--- src/rtl/exc_entry_pkg.sv ---
// Shared constants and types for the exception entry sequencer.
// Assumes a status word at least 32 bits wide with the bit layout below.
package exc_entry_pkg;
    localparam int SR_MD_BIT   = 30;
    localparam int SR_RB_BIT   = 29;
    localparam int SR_BL_BIT   = 28;
    localparam int SR_FD_BIT   = 15;
    localparam int SR_MASK_LSB = 4;

    typedef enum logic [1:0] {
        EV_NONE  = 2'd0,
        EV_EXC   = 2'd1,
        EV_IRQ   = 2'd2,
        EV_RESET = 2'd3
    } ev_kind_t;
endpackage

--- src/rtl/code_match.sv ---
// Compares one event code against a parameter list of codes.
// Assumes LIST packs N codes, entry i at bits [i*CODE_W +: CODE_W].
module code_match #(
    parameter int                      CODE_W = 12,
    parameter int                      N      = 2,
    parameter logic [N*CODE_W-1:0]     LIST   = '0
) (
    input  logic [CODE_W-1:0] code,
    output logic              hit
);
    logic [N-1:0] eq;

    // one comparator per listed code
    generate
        for (genvar i = 0; i < N; i++) begin : g_cmp
            assign eq[i] = (code == LIST[i*CODE_W +: CODE_W]);
        end
    endgenerate

    assign hit = |eq;
endmodule

--- src/rtl/evt_arbiter.sv ---
// Chooses the event class for this cycle: none, exception, interrupt,
// or reset request. An exception always outranks an interrupt.
// Assumes the caller passes the block bit and the interrupt mask already
// extracted from the status word.
module evt_arbiter #(
    parameter int                CODE_W  = 12,
    parameter int                LVL_W   = 4,
    parameter logic [CODE_W-1:0] BL_SAFE = 12'h1E0
) (
    input  logic                      exc_valid,
    input  logic [CODE_W-1:0]         exc_code,
    input  logic                      irq_req,
    input  logic [LVL_W-1:0]          irq_level,
    input  logic                      blk,
    input  logic [LVL_W-1:0]          imask,
    input  logic                      in_delay,
    input  logic                      in_sleep,
    output exc_entry_pkg::ev_kind_t   kind
);
    import exc_entry_pkg::*;

    logic irq_gate;

    // interrupt may enter: no delay slot, block bit clear or sleeping, level above mask
    assign irq_gate = irq_req && !in_delay && (!blk || in_sleep) && (irq_level > imask);

    // priority decision
    always_comb begin
        if (exc_valid) begin
            if (blk && (exc_code != BL_SAFE)) kind = EV_RESET;
            else                              kind = EV_EXC;
        end else if (irq_gate) begin
            kind = EV_IRQ;
        end else begin
            kind = EV_NONE;
        end
    end
endmodule

--- src/rtl/entry_vector.sv ---
// Computes the handler address, updated status word and saved PC for an
// event, assuming it is accepted. Acceptance is decided elsewhere.
// Assumes XLEN >= 32 so the status bit positions exist.
module entry_vector #(
    parameter int                    XLEN      = 32,
    parameter int                    CODE_W    = 12,
    parameter int                    LVL_W     = 4,
    parameter int                    N_HARD    = 3,
    parameter logic [N_HARD*CODE_W-1:0] HARD_LIST = {12'h140, 12'h020, 12'h000},
    parameter int                    N_MISS    = 2,
    parameter logic [N_MISS*CODE_W-1:0] MISS_LIST = {12'h060, 12'h040},
    parameter logic [CODE_W-1:0]     TRAP_CODE = 12'h160,
    parameter logic [XLEN-1:0]       RESET_PC  = 32'hA000_0000,
    parameter logic [XLEN-1:0]       OFS_GEN   = 32'h100,
    parameter logic [XLEN-1:0]       OFS_MISS  = 32'h400,
    parameter logic [XLEN-1:0]       OFS_IRQ   = 32'h600,
    parameter logic [XLEN-1:0]       STEP      = 32'd2
) (
    input  logic              is_irq,
    input  logic [CODE_W-1:0] exc_code,
    input  logic [XLEN-1:0]   sr_in,
    input  logic [XLEN-1:0]   pc_in,
    input  logic [XLEN-1:0]   vbr_in,
    input  logic              in_delay,
    output logic [XLEN-1:0]   nxt_pc,
    output logic [XLEN-1:0]   nxt_sr,
    output logic [XLEN-1:0]   nxt_spc
);
    import exc_entry_pkg::*;

    logic hard_hit, miss_hit, trap_hit;
    logic [XLEN-1:0] sr_raised;

    code_match #(.CODE_W(CODE_W), .N(N_HARD), .LIST(HARD_LIST)) u_hard (
        .code (exc_code),
        .hit  (hard_hit)
    );

    code_match #(.CODE_W(CODE_W), .N(N_MISS), .LIST(MISS_LIST)) u_miss (
        .code (exc_code),
        .hit  (miss_hit)
    );

    assign trap_hit = (exc_code == TRAP_CODE);

    // raise privileged, bank and block bits
    always_comb begin
        sr_raised            = sr_in;
        sr_raised[SR_MD_BIT] = 1'b1;
        sr_raised[SR_RB_BIT] = 1'b1;
        sr_raised[SR_BL_BIT] = 1'b1;
    end

    // handler address and final status word by event class
    always_comb begin
        nxt_sr = sr_raised;
        if (is_irq) begin
            nxt_pc = vbr_in + OFS_IRQ;
        end else if (hard_hit) begin
            nxt_pc                          = RESET_PC;
            nxt_sr[SR_FD_BIT]               = 1'b0;
            nxt_sr[SR_MASK_LSB +: LVL_W]    = '1;
        end else if (miss_hit) begin
            nxt_pc = vbr_in + OFS_MISS;
        end else begin
            nxt_pc = vbr_in + OFS_GEN;
        end
    end

    // saved PC: rewind for delay slot, advance past a trap
    always_comb begin
        nxt_spc = pc_in;
        if (in_delay)             nxt_spc = nxt_spc - STEP;
        if (!is_irq && trap_hit)  nxt_spc = nxt_spc + STEP;
    end
endmodule

--- src/rtl/exc_entry_seq.sv ---
// Exception entry sequencer top. Arbitrates exception against interrupt
// every cycle and, on acceptance, registers the full entry state at one
// edge with a one-cycle taken strobe. Assumes inputs are stable across
// each clock edge and that the core loads pc_out/sr_out on taken.
module exc_entry_seq #(
    parameter int                XLEN     = 32,
    parameter int                CODE_W   = 12,
    parameter int                LVL_W    = 4,
    parameter logic [XLEN-1:0]   RESET_PC = 32'hA000_0000
) (
    input  logic              clk,
    input  logic              rst_n,
    input  logic              exc_valid,
    input  logic [CODE_W-1:0] exc_code,
    input  logic              irq_req,
    input  logic [LVL_W-1:0]  irq_level,
    input  logic [CODE_W-1:0] irq_code,
    input  logic [XLEN-1:0]   sr_in,
    input  logic [XLEN-1:0]   pc_in,
    input  logic [XLEN-1:0]   r15_in,
    input  logic [XLEN-1:0]   vbr_in,
    input  logic              in_delay,
    input  logic              in_sleep,
    output logic              taken,
    output logic              reset_req,
    output logic              dslot_clr,
    output logic [XLEN-1:0]   pc_out,
    output logic [XLEN-1:0]   sr_out,
    output logic [XLEN-1:0]   ssr_out,
    output logic [XLEN-1:0]   spc_out,
    output logic [XLEN-1:0]   sgr_out,
    output logic [CODE_W-1:0] expevt_out,
    output logic [CODE_W-1:0] intevt_out
);
    import exc_entry_pkg::*;

    localparam logic [XLEN-1:0] SR_RESET =
        (XLEN'(1) << SR_BL_BIT) | (XLEN'((1 << LVL_W) - 1) << SR_MASK_LSB);

    ev_kind_t        kind;
    logic            accept;
    logic [XLEN-1:0] nxt_pc, nxt_sr, nxt_spc;

    evt_arbiter #(.CODE_W(CODE_W), .LVL_W(LVL_W)) u_arb (
        .exc_valid (exc_valid),
        .exc_code  (exc_code),
        .irq_req   (irq_req),
        .irq_level (irq_level),
        .blk       (sr_in[SR_BL_BIT]),
        .imask     (sr_in[SR_MASK_LSB +: LVL_W]),
        .in_delay  (in_delay),
        .in_sleep  (in_sleep),
        .kind      (kind)
    );

    entry_vector #(
        .XLEN     (XLEN),
        .CODE_W   (CODE_W),
        .LVL_W    (LVL_W),
        .RESET_PC (RESET_PC)
    ) u_vec (
        .is_irq   (kind == EV_IRQ),
        .exc_code (exc_code),
        .sr_in    (sr_in),
        .pc_in    (pc_in),
        .vbr_in   (vbr_in),
        .in_delay (in_delay),
        .nxt_pc   (nxt_pc),
        .nxt_sr   (nxt_sr),
        .nxt_spc  (nxt_spc)
    );

    assign accept = (kind == EV_EXC) || (kind == EV_IRQ);

    // strobes: one cycle per decision
    always_ff @(posedge clk) begin
        if (!rst_n) begin
            taken     <= 1'b0;
            reset_req <= 1'b0;
            dslot_clr <= 1'b0;
        end else begin
            taken     <= accept;
            reset_req <= (kind == EV_RESET);
            dslot_clr <= accept && in_delay;
        end
    end

    // entry state: loaded only when an event is accepted
    always_ff @(posedge clk) begin
        if (!rst_n) begin
            pc_out     <= RESET_PC;
            sr_out     <= SR_RESET;
            ssr_out    <= '0;
            spc_out    <= '0;
            sgr_out    <= '0;
            expevt_out <= '0;
            intevt_out <= '0;
        end else if (accept) begin
            pc_out  <= nxt_pc;
            sr_out  <= nxt_sr;
            ssr_out <= sr_in;
            spc_out <= nxt_spc;
            sgr_out <= r15_in;
            if (kind == EV_IRQ) intevt_out <= irq_code;
            else                expevt_out <= exc_code;
        end
    end
endmodule

--- config.mk ---
export PLATFORM = sky130hd
export DESIGN_NAME = exc_entry_seq
export DESIGN_NICKNAME = d
export VERILOG_FILES = /design/src/rtl/exc_entry_pkg.sv /design/src/rtl/code_match.sv /design/src/rtl/evt_arbiter.sv /design/src/rtl/entry_vector.sv /design/src/rtl/exc_entry_seq.sv
export SDC_FILE = /design/constraint.sdc
export NUM_CORES = 1
export LEC_CHECK = 0
export BUFFER_PORTS_ARGS = -buffer_cell sky130_fd_sc_hd__clkbuf_2
export CAP_MARGIN = 10
export CORE_UTILIZATION = 25
export CTS_CLUSTER_SIZE = 30
export DETAILED_ROUTE_END_ITERATION = 16
export MAX_ROUTING_LAYER = met4
export SKIP_CTS_REPAIR_TIMING = 1
export SYNTH_ARGS = -nofsm -noshare
export SYNTH_HDL_FRONTEND = slang
export SYNTH_SLANG_ARGS = --single-unit
--- constraint.sdc ---
create_clock -name clk -period 12.2 [get_ports clk]
set_input_delay 1.22 -clock clk [delete_from_list [all_inputs] [get_ports clk]]
set_output_delay 1.22 -clock clk [all_outputs]
set_load 0.01 [all_outputs]
==> results of run 1 <==
-- flip-flops by register name, summed over array words and instances, names as in the netlist --
name / count
intevt_out: 12
sr_out: 6
dslot_clr: 1
ssr_out: 32
pc_out: 32
reset_req: 1
sgr_out: 32
expevt_out: 12
taken: 1
spc_out: 32
-- placed cells by master, fill, tap and decap left out, types with 8 or more instances in the layout --
cell	n
clkbuf_2	346
dfxtp_1	161
nor2b_1	95
mux2i_1	93
nand2_1	81
o21ai_0	52
nor2_1	50
xnor2_1	41
nand3_1	31
a21oi_1	30
xor2_1	25
nor3_1	21
nand4_1	19
inv_1	18
a22o_1	17
clkbuf_16	17
and2_1	14
ha_1	13
or3_1	12
or4_1	10
buf_4	9
nor4_1	8
-- layer usage --
layer / track usage [%] / vias to the layer above / wire [µm]
li1: - / 4081 / -
met1: 20.1 / 3818 / 12700
met2: 25.6 / 291 / 13300
met3: 4.17 / 26 / 2000
met4: 4.87 / 0 / 422
met5: - / - / 0
-- cells by family (layout without fill, tap and decap cells) --
family          count (synthesis)  after routing  synth area share [%]
simple gates                  392            392                  25.1
compound gates                164            164                  12.8
flops                         161            161                  36.8
buf+inv                       107            404                  5.84
mux                            93             93                  10.6
xor+xnor                       67             67                  6.79
fa+ha+maj                      14             14                  2.00
other cells                     1              4                0.0428
-- final cells by class --
type	instances	area, µm²	share of cell area, %
tap	455	569	5.05
inverter	19	71.3	0.633
multi-input combinational	731	5030	44.6
clock buffer	20	467	4.14
antenna	3	7.51	0.0666
clock inverter	10	104	0.921
sequential	161	3220	28.6
timing repair buffer	355	1800	16.0
-- through the flow --
stage	cell area (µm²)	hold WS [ps]	total power [W]	util, %
3_5_place_dp	10700	447	0.000895	31.0
4_1_cts	11300	463	0.00144	32.6
5_1_grt	11300	478	0.00149	32.6
2_1_floorplan	8760	467	0.000777	-
3_3_place_gp	10700	443	0.000890	31.0
6_report	11300	458	0.00142	32.6
-- power by group through the flow --
| stage | Combinational, W | Sequential (W) | Clock, W |
|---|---|---|---|
| detailed placement | 0.000286 | 0.000609 | 0 |
| CTS | 0.000287 | 0.000598 | 0.000559 |
| global placement | 0.000282 | 0.000608 | 0 |
| finish | 0.000283 | 0.000597 | 0.000536 |
| global route | 0.000313 | 0.000602 | 0.000574 |
| floorplan | 0.000152 | 0.000624 | 0 |
-- Yosys cell counts, types with 7 or more instances --
| master | instances | share of area (%) |
|---|---|---|
| nor2_1 | 50 | 2.1 |
| clkbuf_1 | 52 | 2.2 |
| a22o_1 | 17 | 1.7 |
| nor2b_1 | 95 | 6.8 |
| dfxtp_1 | 161 | 37 |
| o21ai_0 | 52 | 3.0 |
| buf_4 | 27 | 2.3 |
| and2_1 | 14 | 1.0 |
| inv_1 | 18 | 0.77 |
| or4_1 | 10 | 0.86 |
| xnor2_1 | 41 | 4.1 |
| ha_1 | 14 | 2.0 |
| nand2b_1 | 7 | 0.50 |
| nor3_1 | 21 | 1.2 |
| or3_1 | 12 | 0.86 |
| nand2_1 | 81 | 3.5 |
| a21oi_1 | 30 | 1.7 |
| mux2i_1 | 93 | 11 |
| buf_1 | 7 | 0.30 |
| nor4_1 | 8 | 0.57 |
| nand3_1 | 31 | 1.8 |
| nand4_1 | 19 | 1.4 |
| xor2_1 | 25 | 2.5 |
-- tightest hold or removal path: cells and delay by family (launching register included) --
| kind | cells | cell delay [ps] |
|---|---|---|
| AOI/OAI and AO/OA | 1 | 60 |
| DFF | 1 | 330 |
| and+or+nand+nor | 1 | 40 |
-- worst max-delay path by stage --
| stage | start | endpoint | slack [ps] | cells past startpoint |
|---|---|---|---|---|
| final | exc_code[4] | spc_out[31]$_SDFFE_PN0N_ | 6720 | 14 |
| after global routing | exc_code[3] | spc_out[31]$_SDFFE_PN0N_ | 6340 | 14 |
| after CTS | exc_code[4] | spc_out[31]$_SDFFE_PN0N_ | 6630 | 14 |
| after detailed placement | exc_code[4] | spc_out[31]$_SDFFE_PN0N_ | 6180 | 14 |
| after global placement | exc_code[3] | spc_out[31]$_SDFFE_PN0N_ | 6280 | 12 |
| after floorplan | exc_code[3] | spc_out[31]$_SDFFE_PN0N_ | 7470 | 14 |
==> summary.txt, run 1 <==
CTS
  • CTS sink cnt: around 160
  • CTS Root Cell: clkbuf_16
  • Clock Tree Buf Depth: 2
  • Inserted Clock Buffers: 17
  • Worst skew pair latency: 430 ps
  • CTS tree: built
  • CTS HTree Levels: 4
  • Clock transition at path regs: roughly 70 ps

Placement
  • Dpl ws: roughly 6200 ps
  • Routability cong.: approximately 0.87
  • DP HPWL: about 22000 µm
  • IO buf count: around 350
  • Inst Count DP: 1721

Routing
  • First-pass DRT Iterations: 5
  • Routed wire per std cell: between 15 and 20 µm
  • Starting DRC count in detailed routing: just under 500
  • Final ANT Viol Nets: 0
  • Detailed-route vias per instance: roughly 4.7
  • DRT Wirelength: 28400 µm
  • # DRC: 0
  • Vias: 8216

Power and ir drop
  • Switch Pwr: 0.000426 W
  • Leak: between 4 and 5 nW
  • PwrDens: approximately 130 nW/µm²
  • Seq pwr share: 42.2%
  • Switching part of the total: between 30% and 40%
  • Internal power: 0.000990 W
  • Combinational Power Share: about a fifth
  • Peak VDD IR: about 0.000095 V
  • Clock share of power: 37.8%

Finish
  • Layout area overhead: 28.8%
  • Fillers: approximately 3700
  • Final instance count without filler cells: roughly 1800
  • Nets: roughly 1500
  • Share of cells above drive strength 1: ~31%

STA
  • Slew HR: between 30% and 40%
  • Final Max Slew Viols: 0
  • Final setup margin: 6720 ps
  • TNS Setup: 0 ps
  • Unrepaired setup endpoints after global routing: false
  • Period utilization: between 40 and 50%
  • Final Hold Fails: 0
  • Crit path time final: 5480 ps
  • Fmax: roughly 180 MHz
  • Final setup fails: 0
  • Setup Skew: 0 ps
  • Worst slew pin tran: approximately 1000 ps

Logic synthesis
  • Flops & latches, synth: 161
  • Async SR Flop Fraction: 0%
  • Sequential area share after synthesis: between 30% and 40%
  • Syn Std Cell Area: around 8800 µm²
  • Syn Area/Cell: 8.76 µm²
  • Ys flop type: dfxtp_1
  • Number of synthesized flops with an enable pin: 0
  • Syn nets: between 1000 and 1500
  • Cells after Synth: between 900 and 1000
  • Count of cell types in the netlist: 73
  • Synth warn: 0

Floorplan
  • Starting Density: 25.3%
  • DIE WIDTH: approximately 190 µm
  • Core area: between 30000 and 40000 µm²
  • Row count: 68
  • Die area: 35800 µm²
  • Die Y: between 150 and 200 µm
  • I/O Pins: 349

Global routing
  • GRT overflow: 0
  • Initial antenna violation count: 3
  • First-pass GRT wire length: 43800 µm
  • Global-route usage over all layers: around 16%
  • Vias in the first global route: 7932
  • Pin count of the biggest net entering global routing: 80

Setup path
  • RR Startpoint: spc_out[14]$_SDFFE_PN0N_
  • Cell family with most CP delay: simple AND/OR/NAND/NOR gates
  • Worst path required time: between 10000 and 15000 ps
  • Crit-path max cell delay: just under 700 ps
  • Critical path arrival: approximately 6000 ps
  • Critical path cell sequence: clkbuf_2 > or4_1 > nor4_1 > nand3b_1 > o21ai_0 > ha_4 > or2_2 > nor4_2 > nand2_1 > nor4_2 > nor3b_2 > nand2_1 > or4_1 > nand3_1
  • Kind of critical path: primary input to flip-flop
  • Reg-to-reg endpoint: spc_out[14]$_SDFFE_PN0N_
  • R2R depth: 3
  • Flop2flop setup slack: 11470 ps
  • Startpoint type of the worst setup path: primary input
  • Worst Path Max Fanout: 41
  • Crit. End Element: flip-flop
  • Slowest stage cell on the critical path: or4_1
  • Buf+Inv Stages, Crit Path: 1

Min path
  • Min-delay worst type: flip-flop to flip-flop
  • Hold Path Origin: spc_out[20]$_SDFFE_PN0N_
  • Hold Path End: spc_out[20]$_SDFFE_PN0N_
  • Hold depth: 2

Status
  • Status: finished clean

Run
  • Number of max-cap violations: 0
(Power assumes the default switching activity.)
==> inputs of run 2 (changes only) <==
Clock period 12.2 ns to 4.4 ns, I/O delays scaled along.
==> run 2 against run 1 <==
- worst setup slack got worse by 6100 ps
- sequential power increased to 2.8 times the previous value
- final cell count increased by 1.3%
- global-route usage increased by 0.40 points
- register-to-register slack got worse by 7800 ps
- die area unchanged
- power increased to 2.8 times the previous value
- sequential share of layout area decreased by 0.54 points
- count of clock-buffer cells in the layout unchanged
- design area increased by 1.9%
- clock skew unchanged
- critical path type unchanged
- largest power group unchanged
- highest routed layer unchanged
==> summary.txt, run 2 (synthesized netlist as in run 1, its figures left out) <==
Status
  • Status: finished clean

Floorplan
  • Core area: 34500 µm² (unchanged)
  • Die Y: 189 µm (unchanged)
  • I/O Pins: 349 (unchanged)
  • Starting Density: 25.3% (unchanged)
  • Row count: 68 (unchanged)
  • DIE WIDTH: 189 µm (unchanged)
  • Die area: 35800 µm² (unchanged)

Placement
  • Inst Count DP: 1746 (+1.5%)
  • DP HPWL: 22000 µm (+1.2%)
  • DP Area: 10900 µm² (+1.9%)
  • IO buf count: 347 (unchanged)
  • Routability cong.: 0.877 (+0.89%)

STA
  • Final setup fails: 0 (unchanged)
  • Slew HR: 43.3% (+10 points)
  • Final Max Slew Viols: 0 (unchanged)
  • Setup Skew: 0 ps (unchanged)
  • Final Hold Fails: 0 (unchanged)
  • TNS Setup: 0 ps (unchanged)
  • Period utilization: 85.0%
  • Unrepaired setup endpoints after global routing: false
  • Worst slew pin tran: 851 ps (-152 ps)
  • Crit path time final: 3740 ps
  • Fmax: 267 MHz
  • Worst hold slack: 208 ps (-251 ps)

CTS
  • CTS sink cnt: 161 (unchanged)
  • Worst skew pair latency: 440 ps (about the same)
  • CTS Root Cell: clkbuf_16
  • Clock transition at path regs: 70 ps (about the same)
  • Clock Tree Buf Depth: 2 (unchanged)
  • CTS HTree Levels: 4 (unchanged)
  • Inserted Clock Buffers: 17 (unchanged)
  • CTS tree: built

Routing
  • DRT Wirelength: 28900 µm (+1.8%)
  • First-pass DRT Iterations: 5 (unchanged)
  • Routed wire per std cell: 16.3 µm (+0.47%)
  • Final ANT Viol Nets: 0 (unchanged)
  • Detailed-route vias per instance: 4.70 (+0.29%)
  • Starting DRC count in detailed routing: 459 (-5.9%)
  • # DRC: 0 (unchanged)
  • Vias: 8348 (+1.6%)

Setup path
  • Crit path depth: 16 (+2)
  • Critical path cell sequence: clkbuf_2 > or4_1 > nor4_1 > nand3b_1 > o21ai_0 > ha_4 > or2_2 > nor4_2 > buf_4 > nand2_1 > nor4_2 > buf_4 > nor3b_2 > nand2_1 > or4_1 > nand3_1
  • Buf+Inv Stages, Crit Path: 3 (+2)
  • Worst Path Max Fanout: 4 (-90%)
  • Crit. End Element: flip-flop
  • Critical path arrival: 4120 ps (-1740 ps)
  • Crit-path max cell delay: 610 ps (-80 ps)
  • Crit. Startpoint: exc_code[3]
  • Slowest stage cell on the critical path: or4_1
  • Critical path endpoint: spc_out[31]$_SDFFE_PN0N_
  • Cell family with most CP delay: simple AND/OR/NAND/NOR gates
  • Worst path required time: 4780 ps (-7800 ps)
  • Flop2flop setup slack: 3650 ps (-7820 ps)
  • Reg-to-reg endpoint: spc_out[13]$_SDFFE_PN0N_
  • RR Startpoint: spc_out[13]$_SDFFE_PN0N_
  • R2R depth: 3 (unchanged)
  • Startpoint type of the worst setup path: primary input
  • Kind of critical path: primary input to flip-flop

Power and ir drop
  • Peak VDD IR: 0.000271 V (+180%)
  • PwrDens: 346 nW/µm² (+180%)
  • Leak: 5.10 nW (+2.6%)

Global routing
  • GRT overflow: 0 (unchanged)
  • First-pass GRT wire length: 44800 µm (+2.2%)
  • Vias in the first global route: 8044 (+1.4%)
  • Initial antenna violation count: 1 (-2)
  • Pin count of the biggest net entering global routing: 96 (+20%)
  • Global-route usage over all layers: 16.6% (+0.40 points)

Finish
  • Final instance count without filler cells: 1777 (+1.3%)
  • Layout area overhead: 31.3%
  • Nets: 1486 (+1.7%)
  • Cell area after layout: 11500 µm² (+1.9%)
  • Share of cells above drive strength 1: 32.6% (+1.3 points)
  • Leading cell type in the layout, fill and taps excluded: clkbuf_2
  • Final Util: 33.3% (+0.63 points)
  • Commonest non-fill, non-tap cells in the layout: 346 x clkbuf_2, 161 x dfxtp_1, 95 x nor2b_1

Run
  • Number of max-cap violations: 0 (unchanged)

Min path
  • Min-delay worst type: primary input to flip-flop
## run 2: changes by cell type in the layout (fill, tap and decap cells not counted)
| cell | previous run | this run |
|---|---|---|
| buf_4 | 9 | 33 |
| clkinv_4 | 5 | 3 |
| clkinvlp_4 | 1 | 3 |
| diode_2 | 3 | 1 |
| buf_12 | 0 | 1 |
| bufinv_16 | 1 | 2 |
| clkinv_2 | 1 | 0 |
## run 2: cell type report
| type | instances | area (µm²) |
|---|---|---|
| Clock inverter | 10 | 126 |
| Tap cell | 455 | 569 |
| Multi-Input combinational cell | 731 | 5030 |
| Clock buffer | 20 | 467 |
| Timing Repair Buffer | 380 | 2000 |
| Sequential cell | 161 | 3220 |
| Antenna cell | 1 | 2.50 |
| Fill cell | 3718 | 23100 |
| Inverter | 19 | 71.3 |
## run 2: metrics by stage
stage / total power [W] / setup slack, ps
5_1_grt: 0.00418 / 356
6_report: 0.00398 / 658
2_1_floorplan: 0.00215 / 452
4_1_cts: 0.00405 / 610
3_3_place_gp: 0.00248 / 215
3_5_place_dp: 0.00250 / 135
## run 2: per-layer routing
metal / part of all wire (%) / up-vias / wire (µm) / GRT usage [%]
met2: 47 / 308 / 13500 / 26.5
met1: 46 / 3901 / 13200 / 20.7
met3: 5.9 / 27 / 1720 / 3.71
met4: 1.6 / 0 / 452 / 5.09
li1: - / 4112 / - / -
met5: 0 / - / 0 / -
## run 2: report_power, final
group          internal, W  total, W  switching [W]
Clock             0.000880   0.00152       0.000641
Combinational     0.000348  0.000800       0.000452
Sequential         0.00158   0.00166      0.0000746
## run 2: how the worst min path moves through the flow
stage | end | start | depth (start not counted) | slack (ps)
2_1_floorplan | pc_out[26]$_SDFFE_PN0N_ | pc_out[26]$_SDFFE_PN0N_ | 2 | 470
3_3_place_gp | pc_out[26]$_SDFFE_PN0N_ | pc_out[26]$_SDFFE_PN0N_ | 2 | 430
3_5_place_dp | pc_out[26]$_SDFFE_PN0N_ | pc_out[26]$_SDFFE_PN0N_ | 2 | 440
4_1_cts | pc_out[5]$_SDFFE_PN0N_ | vbr_in[5] | 2 | 170
5_1_grt | pc_out[0]$_SDFFE_PN0N_ | vbr_in[0] | 2 | 180
6_report | pc_out[2]$_SDFFE_PN0N_ | vbr_in[2] | 2 | 210
==> inputs of run 3 (changes only) <==
==> constraint.sdc (replaced) <==
create_clock -name clk -period 4.4 [get_ports clk]
set_input_delay 0 -clock clk [delete_from_list [all_inputs] [get_ports clk]]
set_output_delay 0 -clock clk [all_outputs]
set_load 0.01 [all_outputs]
==> run 3 against run 2 <==
- the run now ends with negative hold slack left
- worst hold slack worse by 230 ps
- via count up 5.7%
- core utilization up 2.9 points
- sequential power about the same
- routed wire length up 4.5%
- largest cell class unchanged
==> summary.txt, run 3 (synthesized netlist as in run 1, its figures left out) <==
Status
  • Status: complete, but fails checks
  • Failing checks: negative hold slack

Setup path
  • Kind of critical path: primary input to flip-flop
  • Startpoint type of the worst setup path: primary input
  • Worst path required time: 4780 ps (about the same)
  • Crit. End Element: flip-flop
  • Crit. Startpoint: exc_code[10]
  • Worst Path Max Fanout: 6 (+2)
  • R2R depth: 3 (unchanged)
  • RR Startpoint: spc_out[13]$_SDFFE_PN0N_
  • Critical path arrival: 4370 ps (+250 ps)

Power and ir drop
  • Switch Pwr: 0.00123 W (+5.1%)
  • Peak VDD IR: 0.000275 V (+1.4%)
  • Clock share of power: 37.2% (-1.1 points)
  • Leak: 5.48 nW (+7.6%)
  • Internal power: 0.00282 W (+0.43%)
  • PwrDens: 324 nW/µm² (-6.3%)
  • Combinational Power Share: 21.9% (+1.8 points)
  • Seq pwr share: 40.9% (-0.7 points)
  • Switching part of the total: 30.3% (+0.95 points)

Floorplan
  • Row count: 68 (unchanged)
  • DIE WIDTH: 189 µm (unchanged)
  • Die Y: 189 µm (unchanged)
  • Die area: 35800 µm² (unchanged)
  • Core area: 34500 µm² (unchanged)
  • I/O Pins: 349 (unchanged)
  • Starting Density: 25.3% (unchanged)

CTS
  • CTS sink cnt: 161 (unchanged)
  • Inserted Clock Buffers: 17 (unchanged)
  • CTS tree: built
  • CTS HTree Levels: 4 (unchanged)
  • Clock Tree Buf Depth: 2 (unchanged)
  • Worst skew pair latency: 440 ps (about the same)
  • CTS Root Cell: clkbuf_16
  • Clock transition at path regs: 80 ps (about the same)

STA
  • TNS Setup: 0 ps (unchanged)
  • Final Hold Fails: 3 (+3)
  • Final Max Slew Viols: 0 (unchanged)
  • Final setup fails: 0 (unchanged)
  • Setup Skew: 0 ps (unchanged)
  • Unrepaired setup endpoints after global routing: false
  • Slew HR: 44.2% (+0.98 points)
  • Worst hold slack: -20.0 ps (-228 ps)
  • Crit path time final: 3990 ps (+252 ps)
  • Worst slew pin tran: 836 ps (-14.7 ps)
  • Fmax: 250 MHz (-6.3%)
  • Period utilization: 90.8% (+5.7 points)

Global routing
  • Initial antenna violation count: 0 (-1)
  • GRT overflow: 0 (unchanged)
  • First-pass GRT wire length: 44200 µm (-1.2%)
  • Vias in the first global route: 8006 (-0.47%)
  • Pin count of the biggest net entering global routing: 103 (+7.3%)
  • Global-route usage over all layers: 16.4% (-0.19 points)

Placement
  • IO buf count: 347 (unchanged)
  • DP HPWL: 21700 µm (-1.4%)
  • Routability cong.: 0.885 (+0.88%)
  • DP Area: 10800 µm² (-1.1%)

Finish
  • Commonest non-fill, non-tap cells in the layout: 346 x clkbuf_2, 161 x dfxtp_1, 113 x dlygate4sd3_1
  • Cell area after layout: 12500 µm² (+8.6%)
  • Leading cell type in the layout, fill and taps excluded: clkbuf_2
  • Number of diodes: 0 (-1)
  • Area occupied by multi-input gates: 5030 µm² (unchanged)
  • Nets: 1583 (+6.5%)
  • Layout area overhead: 42.6%
  • Register area: 3220 µm² (unchanged)
  • Fillers: 3557 (-4.3%)
  • Share of cells above drive strength 1: 29.2% (-3.4 points)

Min path
  • Hold Path Origin: vbr_in[22]
  • Min-delay worst type: primary input to flip-flop
  • Hold depth: 3 (+1)

Run
  • Number of max-cap violations: 0 (unchanged)

Routing
  • DRT Wirelength: 30200 µm (+4.5%)
  • Final ANT Viol Nets: 0 (unchanged)
  • First-pass DRT Iterations: 5 (unchanged)
  • Starting DRC count in detailed routing: 502 (+9.4%)
  • # DRC: 0 (unchanged)
  • Routed wire per std cell: 16.1 µm (-0.99%)
  • Detailed-route vias per instance: 4.71 (+0.15%)
  • Vias: 8822 (+5.7%)
[run 3: cell count changes in the layout (fill, tap and decap cells not counted)]
cell	change
buf_4	-16
bufinv_16	-1
clkbuf_1	+2
clkinv_2	+1
clkinv_4	+1
diode_2	-1
dlygate4sd3_1	+113
inv_6	-2
inv_8	+1
[run 3: power groups by stage]
| stage | clock [W] | combinational (W) | sequential, W |
|---|---|---|---|
| global route | 0.00160 | 0.000967 | 0.00167 |
| floorplan | 0 | 0.000422 | 0.00173 |
| detailed placement | 0 | 0.000805 | 0.00169 |
| finish | 0.00150 | 0.000888 | 0.00166 |
| CTS | 0.00154 | 0.000807 | 0.00166 |
| global placement | 0 | 0.000794 | 0.00168 |
[run 3: critical path: stages]
cell,delay [ps]
dlygate4sd3_1,540
clkbuf_2,120
or4_1,570
nor4_1,330
nand3b_1,140
o21ai_0,190
ha_4,220
or2_2,300
nor4_2,140
buf_4,180
nor2b_1,240
nand3_1,240
nor3_2,290
nand4_2,230
or4_1,550
nand3_1,90
[run 3: per-stage QoR]
stage / power [W] / util [%] / setup slack (ps) / hold WS, ps / instances
6_report: 0.00405 / 36.1 / 406 / -20.0 / 1875
5_1_grt: 0.00424 / 36.1 / 50.5 / 3.98 / 1875
4_1_cts: 0.00400 / 32.9 / 838 / -275 / 1762
3_5_place_dp: 0.00249 / 31.2 / 358 / 217 / 1730
3_3_place_gp: 0.00248 / 31.2 / 480 / 213 / 1730
2_1_floorplan: 0.00215 / - / 892 / 95.6 / 999
[run 3: metal layers]
metal	up-vias	share of wire, %	global-route usage [%]
li1	4322	-	-
met1	4119	45	20.6
met2	334	47	25.9
met3	47	5.9	3.69
met4	0	1.9	5.30
met5	-	0	-
[run 3: layout make-up]
type / count / share of cell area (%)
clock buffer: 22 / 3.80
clock inverter: 10 / 0.832
inverter: 19 / 0.571
multi-input combinational: 731 / 40.3
sequential: 161 / 25.8
tap: 455 / 4.56
timing repair buffer: 477 / 24.1
[run 3: path summary, 6_finish.rpt]
check,slack (ps),end
min,-20,pc_out[22]$_SDFFE_PN0N_
max reg2reg,3620,spc_out[13]$_SDFFE_PN0N_
min reg2reg,450,pc_out[26]$_SDFFE_PN0N_
max,410,spc_out[28]$_SDFFE_PN0N_
